File: config.mk
export PLATFORM = sky130hd
export DESIGN_NAME = flash_dir_scan
export DESIGN_NICKNAME = d
export VERILOG_FILES = /design/src/rtl/fds_pkg.sv /design/src/rtl/fds_fetch.sv /design/src/rtl/fds_sig_match.sv /design/src/rtl/flash_dir_scan.sv
export SDC_FILE = /design/constraint.sdc
export NUM_CORES = 1
export LEC_CHECK = 0
export BUFFER_PORTS_ARGS = -buffer_cell sky130_fd_sc_hd__buf_2
export CAP_MARGIN = 30
export CORE_MARGIN = 2
export CORE_UTILIZATION = 25
export CTS_CLUSTER_DIAMETER = 40
export CTS_CLUSTER_SIZE = 24
export DETAILED_ROUTE_END_ITERATION = 10
export GPL_TIMING_DRIVEN = 0
export SYNTH_ARGS = -nofsm -noshare
export SYNTH_HDL_FRONTEND = slang
export SYNTH_SLANG_ARGS = --single-unit
File: constraint.sdc
create_clock -name clk -period 3 [get_ports clk]
set_clock_uncertainty 0.1 [all_clocks]
set_input_delay 0.3 -clock clk [delete_from_list [all_inputs] [get_ports clk]]
set_output_delay 0.3 -clock clk [all_outputs]
set_load 0.05 [all_outputs]
File: src/rtl/fds_pkg.sv
package fds_pkg;

  typedef enum logic [1:0] {
    FDS_OK       = 2'd0,
    FDS_NO_DIR   = 2'd1,
    FDS_BAD_REV  = 2'd2,
    FDS_NO_ENTRY = 2'd3
  } fds_status_e;

  typedef enum logic [2:0] {
    PH_IDLE, PH_SIG, PH_REV, PH_TYPE, PH_OFFS, PH_SIZE, PH_DONE
  } fds_phase_e;

  // Byte i of a 32-character pattern, leftmost character first.
  function automatic logic [7:0] sig_byte(input logic [255:0] pat, input logic [4:0] i);
    logic [255:0] t;
    t = pat << {i, 3'b000};
    return t[255:248];
  endfunction

  // Type key with the two top flag bits removed.
  function automatic logic [29:0] type_key(input logic [31:0] w);
    logic [31:0] m;
    m = w & 32'h3FFF_FFFF;
    return m[29:0];
  endfunction

  // Drop a byte into a little-endian word at lane pos.
  function automatic logic [31:0] merge_le(input logic [31:0] acc, input logic [1:0] pos,
                                           input logic [7:0] b);
    logic [31:0] r;
    r = acc;
    r[8*pos +: 8] = b;
    return r;
  endfunction

  function automatic logic [31:0] entry_base(input logic [31:0] cand, input logic [31:0] first,
                                             input logic [31:0] k, input logic [31:0] bytes);
    return cand + first + k * bytes;
  endfunction

endpackage

File: src/rtl/fds_fetch.sv
module fds_fetch
  import fds_pkg::*;
#(
  parameter int ADDR_W = 21
) (
  input  logic              clk,
  input  logic              rst_n,
  input  logic              go,
  input  logic [ADDR_W-1:0] addr,
  input  logic [2:0]        nbytes,
  output logic              mem_req,
  output logic [ADDR_W-1:0] mem_addr,
  input  logic              mem_wait,
  input  logic [7:0]        mem_rdata,
  output logic              ready,
  output logic [31:0]       word
);
  logic              active;
  logic [ADDR_W-1:0] base;
  logic [1:0]        cnt, last;
  logic [31:0]       acc;
  logic              take;
  logic [31:0]       acc_nxt;

  assign mem_req  = active;
  assign mem_addr = base + ADDR_W'(cnt);
  assign take     = active && !mem_wait;
  assign acc_nxt  = merge_le(acc, cnt, mem_rdata);

  always_ff @(posedge clk or negedge rst_n) begin
    if (!rst_n) begin
      active <= 1'b0;
      base   <= '0;
      cnt    <= '0;
      last   <= '0;
      acc    <= '0;
      ready  <= 1'b0;
      word   <= '0;
    end else begin
      ready <= 1'b0;
      if (go && !active) begin
        active <= 1'b1;
        base   <= addr;
        cnt    <= '0;
        last   <= 2'(nbytes - 3'd1);
        acc    <= '0;
      end else if (take) begin
        acc <= acc_nxt;
        if (cnt == last) begin
          active <= 1'b0;
          ready  <= 1'b1;
          word   <= acc_nxt;
        end else begin
          cnt <= cnt + 2'd1;
        end
      end
    end
  end

  // a held request keeps its address
  assert_addr_hold_R8: assert property (@(posedge clk) disable iff (!rst_n)
    mem_req && mem_wait |=> mem_req && $stable(mem_addr));

endmodule

File: src/rtl/fds_sig_match.sv
module fds_sig_match
  import fds_pkg::*;
#(
  parameter logic [255:0] SIG = "#FLASH#DIRECTORY#HEADER#MARK#V2#"
) (
  input  logic [4:0] idx,
  input  logic [7:0] rbyte,
  output logic       hit,
  output logic       final_byte
);
  assign hit        = (rbyte == sig_byte(SIG, idx));
  assign final_byte = (idx == 5'd31);
endmodule

File: src/rtl/flash_dir_scan.sv
module flash_dir_scan
  import fds_pkg::*;
#(
  parameter int            ADDR_W    = 21,
  parameter logic [31:0]   STRIDE    = 32'h0000_2000,
  parameter logic [31:0]   LIMIT     = 32'h0020_0000,
  parameter logic [255:0]  SIG       = "#FLASH#DIRECTORY#HEADER#MARK#V2#",
  parameter logic [31:0]   REV_OFFS  = 32'd32,
  parameter logic [31:0]   ENT_BASE  = 32'h0000_0090,
  parameter int            NUM_ENT   = 32,
  parameter logic [31:0]   ENT_BYTES = 32'd64,
  parameter logic [31:0]   REV_OK    = 32'd2
) (
  input  logic              clk,
  input  logic              rst_n,
  input  logic              start,
  input  logic [29:0]       req_type,
  output logic              mem_req,
  output logic [ADDR_W-1:0] mem_addr,
  input  logic              mem_wait,
  input  logic [7:0]        mem_rdata,
  output logic              done,
  output logic              found,
  output logic [1:0]        status,
  output logic [ADDR_W-1:0] dir_offs,
  output logic [31:0]       dir_rev,
  output logic [31:0]       ent_offs,
  output logic [31:0]       ent_size
);
  localparam int ENT_W = (NUM_ENT > 1) ? $clog2(NUM_ENT) : 1;

  fds_phase_e        phase;
  logic              pend;
  logic [ADDR_W-1:0] cand;
  logic [4:0]        idx;
  logic [ENT_W-1:0]  ent;

  // Named internal events
  logic              go, fw_ready;
  logic [31:0]       fw_word;
  logic [ADDR_W-1:0] f_addr;
  logic [2:0]        f_len;
  logic              sig_hit, sig_final, cand_last, type_hit, ent_last, launch;
  logic [31:0]       ent_at;

  assign launch    = start && (phase == PH_IDLE || phase == PH_DONE);
  assign cand_last = (32'(cand) + STRIDE) >= LIMIT;
  assign type_hit  = (type_key(fw_word) == req_type);
  assign ent_last  = (32'(ent) == NUM_ENT - 1);
  assign ent_at    = entry_base(32'(cand), ENT_BASE, 32'(ent), ENT_BYTES);

  always_comb begin
    f_addr = cand + ADDR_W'(idx);
    f_len  = 3'd1;
    case (phase)
      PH_REV:  begin f_addr = ADDR_W'(32'(cand) + REV_OFFS); f_len = 3'd4; end
      PH_TYPE: begin f_addr = ADDR_W'(ent_at);               f_len = 3'd4; end
      PH_OFFS: begin f_addr = ADDR_W'(ent_at + 32'd4);       f_len = 3'd4; end
      PH_SIZE: begin f_addr = ADDR_W'(ent_at + 32'd8);       f_len = 3'd4; end
      default: ;
    endcase
  end

  assign go = !pend && (phase == PH_SIG || phase == PH_REV || phase == PH_TYPE ||
                        phase == PH_OFFS || phase == PH_SIZE);

  fds_fetch #(.ADDR_W(ADDR_W)) u_fetch (
    .clk(clk), .rst_n(rst_n), .go(go), .addr(f_addr), .nbytes(f_len),
    .mem_req(mem_req), .mem_addr(mem_addr), .mem_wait(mem_wait),
    .mem_rdata(mem_rdata), .ready(fw_ready), .word(fw_word)
  );

  fds_sig_match #(.SIG(SIG)) u_sig (
    .idx(idx), .rbyte(fw_word[7:0]), .hit(sig_hit), .final_byte(sig_final)
  );

  always_ff @(posedge clk or negedge rst_n) begin
    if (!rst_n) begin
      phase <= PH_IDLE; pend <= 1'b0; cand <= '0; idx <= '0; ent <= '0;
      done <= 1'b0; found <= 1'b0; status <= FDS_OK; dir_offs <= '0;
      dir_rev <= '0; ent_offs <= '0; ent_size <= '0;
    end else if (launch) begin
      phase <= PH_SIG; pend <= 1'b0; cand <= '0; idx <= '0; ent <= '0;
      done <= 1'b0; found <= 1'b0; status <= FDS_OK; dir_offs <= '0;
      dir_rev <= '0; ent_offs <= '0; ent_size <= '0;
    end else begin
      if (go) pend <= 1'b1;
      if (fw_ready) begin
        pend <= 1'b0;
        case (phase)
          PH_SIG: begin
            if (sig_hit && sig_final) begin
              found <= 1'b1; dir_offs <= cand; phase <= PH_REV;
            end else if (sig_hit) begin
              idx <= idx + 5'd1;
            end else begin
              idx <= '0;
              if (cand_last) begin
                status <= FDS_NO_DIR; done <= 1'b1; phase <= PH_DONE;
              end else begin
                cand <= ADDR_W'(32'(cand) + STRIDE);
              end
            end
          end
          PH_REV: begin
            dir_rev <= fw_word;
            if (fw_word != REV_OK) begin
              status <= FDS_BAD_REV; done <= 1'b1; phase <= PH_DONE;
            end else begin
              ent <= '0; phase <= PH_TYPE;
            end
          end
          PH_TYPE: begin
            if (type_hit)      phase <= PH_OFFS;
            else if (ent_last) begin
              status <= FDS_NO_ENTRY; done <= 1'b1; phase <= PH_DONE;
            end else           ent <= ent + ENT_W'(1);
          end
          PH_OFFS: begin ent_offs <= fw_word; phase <= PH_SIZE; end
          PH_SIZE: begin
            ent_size <= fw_word; status <= FDS_OK; done <= 1'b1; phase <= PH_DONE;
          end
          default: ;
        endcase
      end
    end
  end

  // no directory means found stays low
  assert_nodir_clear_R3: assert property (@(posedge clk) disable iff (!rst_n)
    done && status == FDS_NO_DIR |-> !found);
  // a clean finish carries the supported revision
  assert_ok_rev_R4: assert property (@(posedge clk) disable iff (!rst_n)
    done && status == FDS_OK |-> found && dir_rev == REV_OK);
  // a found header lies on a stride boundary below the limit
  assert_stride_R1: assert property (@(posedge clk) disable iff (!rst_n)
    done && found |-> (32'(dir_offs) % STRIDE) == 0 && 32'(dir_offs) < LIMIT);
  // results frozen until restart
  assert_hold_R9: assert property (@(posedge clk) disable iff (!rst_n)
    done && !start |=> done && $stable(status) && $stable(found) && $stable(dir_offs)
                       && $stable(ent_offs) && $stable(ent_size) && $stable(dir_rev));
  // no flash traffic after completion
  assert_quiet_R9: assert property (@(posedge clk) disable iff (!rst_n)
    done |-> !mem_req);

endmodule

* Word level (Yosys, flattened, before mapping)
Cells that the tools add are included.
** Storage, ports and cells
- Flip-flop bits (word level) :: 247
** Operators by class
- $add $sub $neg :: 13
- Magnitude comparators :: 1
- Equality and inequality tests :: 27
- Shifts and indexed selects :: 3
- Muxes and demuxes :: 78
- Bitwise operators :: 1
- Reduce and logical (&&, ||, !) cells :: 39
** Operators with widths (count)
- $mux 32 :: 11
- $shl 254x8->256 const A :: 1
- $mux 21 :: 10
- $pmux 21 s4 :: 1
- $mux 5 :: 10
- $neg 5->34 :: 1
- $shift 8x34->32 const A :: 1
- $shiftx 8x34->32 :: 1
- $bwmux 32 :: 1
- $ge 32x22->1 const B :: 1
- $ne 32x2->1 const B :: 1
- $eq 30x30->1 :: 1
- $mux 3 :: 8
- $add 21x14->22 const B :: 1
- $mux 1 :: 22
- $mux 2 :: 11
- $add 21x11->21 :: 1
- $add 21x2->21 :: 1
- $add 21x3->21 const B :: 1
- $add 21x4->21 const B :: 1
- $add 21x5->21 :: 1
- $add 21x6->21 const B :: 1
- $add 21x8->21 const B :: 1
- $ne 3x3->1 const B :: 7
- other kinds (32) :: 66

* Longest topological paths before layout
- Depth in word-level cells :: 9
- Depth in mapped cells :: 11

* Modules after synthesis
Synthesis repeated with hierarchy kept, for this count alone.
** Unflattened totals
- Cells, all modules :: 1150
- Area total of the unflattened synthesis :: 10918.0 sq um
** Modules (own cells, without submodules)
- flash_dir_scan :: times used 1, cells each 637, area each 6038.3 sq um, seq. area each 3278.1 sq um
- fds_fetch :: times used 1, cells each 441, area each 4304.1 sq um, seq. area each 2277.2 sq um
- fds_sig_match :: times used 1, cells each 72, area each 575.6 sq um, seq. area each 0.0 sq um

* Worst setup path after synthesis
Ideal clock, no wire load.
- Path type :: register to output
- From :: register u_fetch.cnt[0]
- To :: output mem_addr[18]
- Arrival :: 2.690 ns
- Required time :: 2.600 ns
- Slack :: -0.090 ns
- Cell stages (with the launch flop) :: 7
- Path buffers :: 0
- Path through :: dfrtp_1 > ha_1 > inv_1 > fa_1 > nor4_1 > nand3_1 > xnor2_1
** Between the ends
- Longest elaborated chain between the ends :: 1
** RTL lines
- from (decl) :: line fds_fetch.sv:20 : logic [1:0] cnt, last;
- from (signal assigned) :: line fds_fetch.sv:54 : cnt <= cnt + 2'd1;
- $add 21x2->21 :: line fds_fetch.sv:26 : assign mem_addr = base + ADDR_W'(cnt);
- to (decl) :: line flash_dir_scan.sv:19 : output logic [ADDR_W-1:0] mem_addr,
No other way between the ends.

* Worst setup path after layout
- From :: register idx[0]
- To :: register dir_offs[12]
** Between the ends
- Longest elaborated chain between the ends :: 5
- Elaborated cells between the ends (all ways) :: 6
** RTL lines
- from (decl) :: line flash_dir_scan.sv:35 : logic [4:0] idx;
- from (signal assigned) :: line flash_dir_scan.sv:95 : idx <= idx + 5'd1;
- $shl 254x8->256 :: line fds_pkg.sv:17 : t = pat << {i, 3'b000};
- $eq 8x8->1 :: line fds_sig_match.sv:11 : assign hit = (rbyte == sig_byte(SIG, idx));
- $logic_and 1x1->1 (*) :: line flash_dir_scan.sv:92 : if (sig_hit && sig_final) begin
- $reduce_bool 2->1 (no line) (*)
- $reduce_and 3->1 (no line) (*)
- to (signal assigned) :: line flash_dir_scan.sv:80 : done <= 1'b0; found <= 1'b0; status <= FDS_OK; dir_offs <= '0;
- to (signal assigned) :: line flash_dir_scan.sv:84 : done <= 1'b0; found <= 1'b0; status <= FDS_OK; dir_offs <= '0;
- to (signal assigned) :: line flash_dir_scan.sv:93 : found <= 1'b1; dir_offs <= cand; phase <= PH_REV;
- to (decl) :: line flash_dir_scan.sv:25 : output logic [ADDR_W-1:0] dir_offs,
Mark *: on every way between the ends. The rest lies on a longest branch, timed or not.
A chain may end at the register's enable or synchronous reset.

==> key figures <==
Run status
  • Status: finished clean

CTS
  • CTS tree: done
  • H-tree depth: 1
  • Clk Latency, worst-skew pair: 0.56 ns
  • Clock Sink Count: 221
  • Num CTS Buffers: 29
  • Clk slew on worst S/H paths: 0.06 ns
  • Root Buffer: clkbuf_16
  • CTS Buffer Depth: 3

Timing
  • Highest Clock Rate: 339 MHz
  • Fin. Hold Viols: 0
  • Tcrit/Tclk final: 0.984
  • Max_slew headroom: 0.428
  • Slew Viols, Final: 0
  • Worst-Margin Slew: 0.851 ns
  • Minimum clock period: 2.95 ns
  • RSZ-0062 raised after global routing: yes
  • Final setup viols: 0

Cells and area
  • Most common cell after layout, fill and taps aside: nand2_1
  • N_diodes: 0
  • Commonest non-fill, non-tap cells in the layout: nand2_1, dfrtp_1, buf_2
  • Fill count: 4466
  • Post-Layout Cell Count: 2026
  • Share of layout cells above drive strength 1: 0.226
  • Final nets: 1486
  • Layout Utilization: 0.328
  • Area growth syn-to-layout: 29.2%

Synthesis
  • Fraction of registers with async set/reset: 1.00
  • Post-synth EDFFs: 0
  • Synth Net Count: 1243
  • Most used DFF post-synth: dfrtp_1
  • Synth warnings: 0
  • Syn avg cell area: 9.28 um^2
  • Register area share after synthesis: 0.506
  • Post-Syn Area: 10900 um^2
  • Yosys reg bits: 221
  • Mapped Cells: 1177
  • Synth unique cells: 70

Place
  • Cell count after placement: 1950
  • Placer congestion estimate: 0.857
  • Detailed Place HPWL: 25200 um
  • Port Buffers: 183

Critical path
  • CP bufs+invs: 2
  • WS Path Type: reg2reg
  • Slowest CP cell: dfrtp_2
  • Crit-path max FO: 6
  • CP arrival: 3.30 ns
  • Worst setup SP type: register
  • Top delay family on crit path: simple AND/OR/NAND/NOR gates
  • Reg-to-reg slack, setup: 0.05 ns
  • Crit path cell chain: clkinvlp_4 -> ha_4 -> nor4b_4 -> a31o_1 -> a2111oi_4 -> a311oi_2 -> nand4_1 -> nor2_4 -> nand3_4 -> buf_8 -> and3_1
  • Peak per-stage delay on the critical path: 0.40 ns
  • Setup crit end kind: register
  • WP data required: 3.35 ns

Detailed routing
  • Antenna Violating Nets Remaining: 0
  • Vias: 9751
  • DR iter-0 viols: 643
  • DR vias/cell: 4.81
  • Total Wirelength: 34500 um
  • Drt pass-1 iters: 5
  • WL per Instance: 17.0 um
  • Drc violations: 0

Global route
  • Grt total ovfl: 0
  • GRT Overall Usage: 0.147
  • Largest net degree at the start of global routing: 123
  • Initial antenna violation count: 5
  • First-pass GRT wire length: 53100 um
  • Vias in the first global route: 9388

Die
  • Die Ht: 213 um
  • Die width: 213 um
  • Die area: 45400 um^2
  • Site row count: 76
  • # IOs: 185
  • Core area: 43100 um^2
  • Initial core utilization: 0.254

Power and ir drop
  • Pwr Density: 1100 nW/um^2
  • Worst vdd ir: 595 uV
  • Static Leak: 6.75 nW

Flow run
  • Maxcap violations: 0

Min path
  • HP Class: in2reg
-- kinds of logic (layout without fill, tap and decap cells) --
group,after synthesis,in the layout,synth area share
flops,221,221,0.506
fa+ha+maj,24,24,0.0282
compound gates,326,326,0.178
simple gates,424,424,0.180
buf+inv,107,371,0.0447
xor+xnor,59,59,0.0473
mux,16,16,0.0149
-- repair_timing --
action	CTS	global route
cloned	0	1
buffers inserted	2	18
hold buffers	3	0
endpoints found under the setup margin	45	38
pin swaps	1	12
gates resized for setup	26	24
hold endpoints to repair	103	0
-- cell type report --
class	instances	area, um^2	area share
tap	585	732	0.0519
buffer	76	382	0.0270
clock buffer	34	764	0.0542
timing repair buffer	212	1220	0.0863
inverter	31	120	0.00851
sequential	221	5540	0.392
clock inverter	18	256	0.0182
multi-input combinational	849	5110	0.362
-- power by group --
part | total [mW] | internal [mW] | switching (mW)
Combinational | 7.12 | 1.90 | 5.22
Clock | 3.61 | 2.20 | 1.41
Sequential | 4.81 | 3.97 | 0.836
-- per-stage QoR --
step	total power, mW	TNS, ns	hold WS (ns)	setup WS (ns)	area (um^2)
floorplan	9.56	0	-0.0956	0.116	10900
global placement	11.6	-528.23	0.351	-2.37	12600
detailed placement	11.7	-12.94	0.283	-0.596	12700
CTS	15.4	-0.0262	0.0101	-0.0262	13800
global route	16.4	-0.787	0.0240	-0.0945	14100
finish	15.5	0	0.0256	0.0475	14100
-- cell usage after synthesis, types with 8 or more instances --
library cell  number  share of area
clkbuf_1          48          0.016
and3_1             9         0.0052
a21o_1            10         0.0069
nor2_1            56          0.019
a22o_1            18          0.014
a21oi_1           56          0.026
buf_4             15          0.010
nand3_1           18         0.0082
xnor2_1           19          0.015
a22oi_1            9         0.0062
inv_1             30          0.010
nand2_1          223          0.077
mux2i_1           14          0.013
o21ai_0          174          0.080
nand2b_1          10         0.0057
nand4_1            8         0.0046
nor3_1            14         0.0064
nor2b_1           40          0.023
ha_1              23          0.026
xor2_1            40          0.032
nor4_1            19          0.011
dfrtp_1          221           0.51
-- state kept, by name, indices dropped and copies added, names as in the netlist, 8 cells and up --
signal        cells
cand              8
dir_offs          9
dir_rev          32
ent_offs         32
ent_size         32
u_fetch.acc      32
u_fetch.base     21
u_fetch.word     32
-- metal layers --
metal,vias to the layer above,routed length [um],track usage
met5,-,48,0
met4,8,881,0.0441
met3,70,1970,0.0229
met2,284,17000,0.254
met1,4822,14600,0.190
li1,4567,-,-
-- final timing paths --
kind / from / endpoint / depth (start not counted)
min: mem_rdata[4] / u_fetch.acc[28]$_DFFE_PN0P_ / 2
max: idx[0]$_DFFE_PN0P_ / dir_offs[12]$_DFFE_PN0P_ / 11
max in group asynchronous: rst_n / dir_rev[30]$_DFFE_PN0P_ / 3
min in group asynchronous: rst_n / dir_offs[18]$_DFFE_PN0P_ / 2
max reg2reg: idx[0]$_DFFE_PN0P_ / dir_offs[12]$_DFFE_PN0P_ / 11
min reg2reg: ent_size[4]$_DFFE_PN0P_ / ent_size[4]$_DFFE_PN0P_ / 2
No activity file was read; power rests on OpenSTA's default activity.
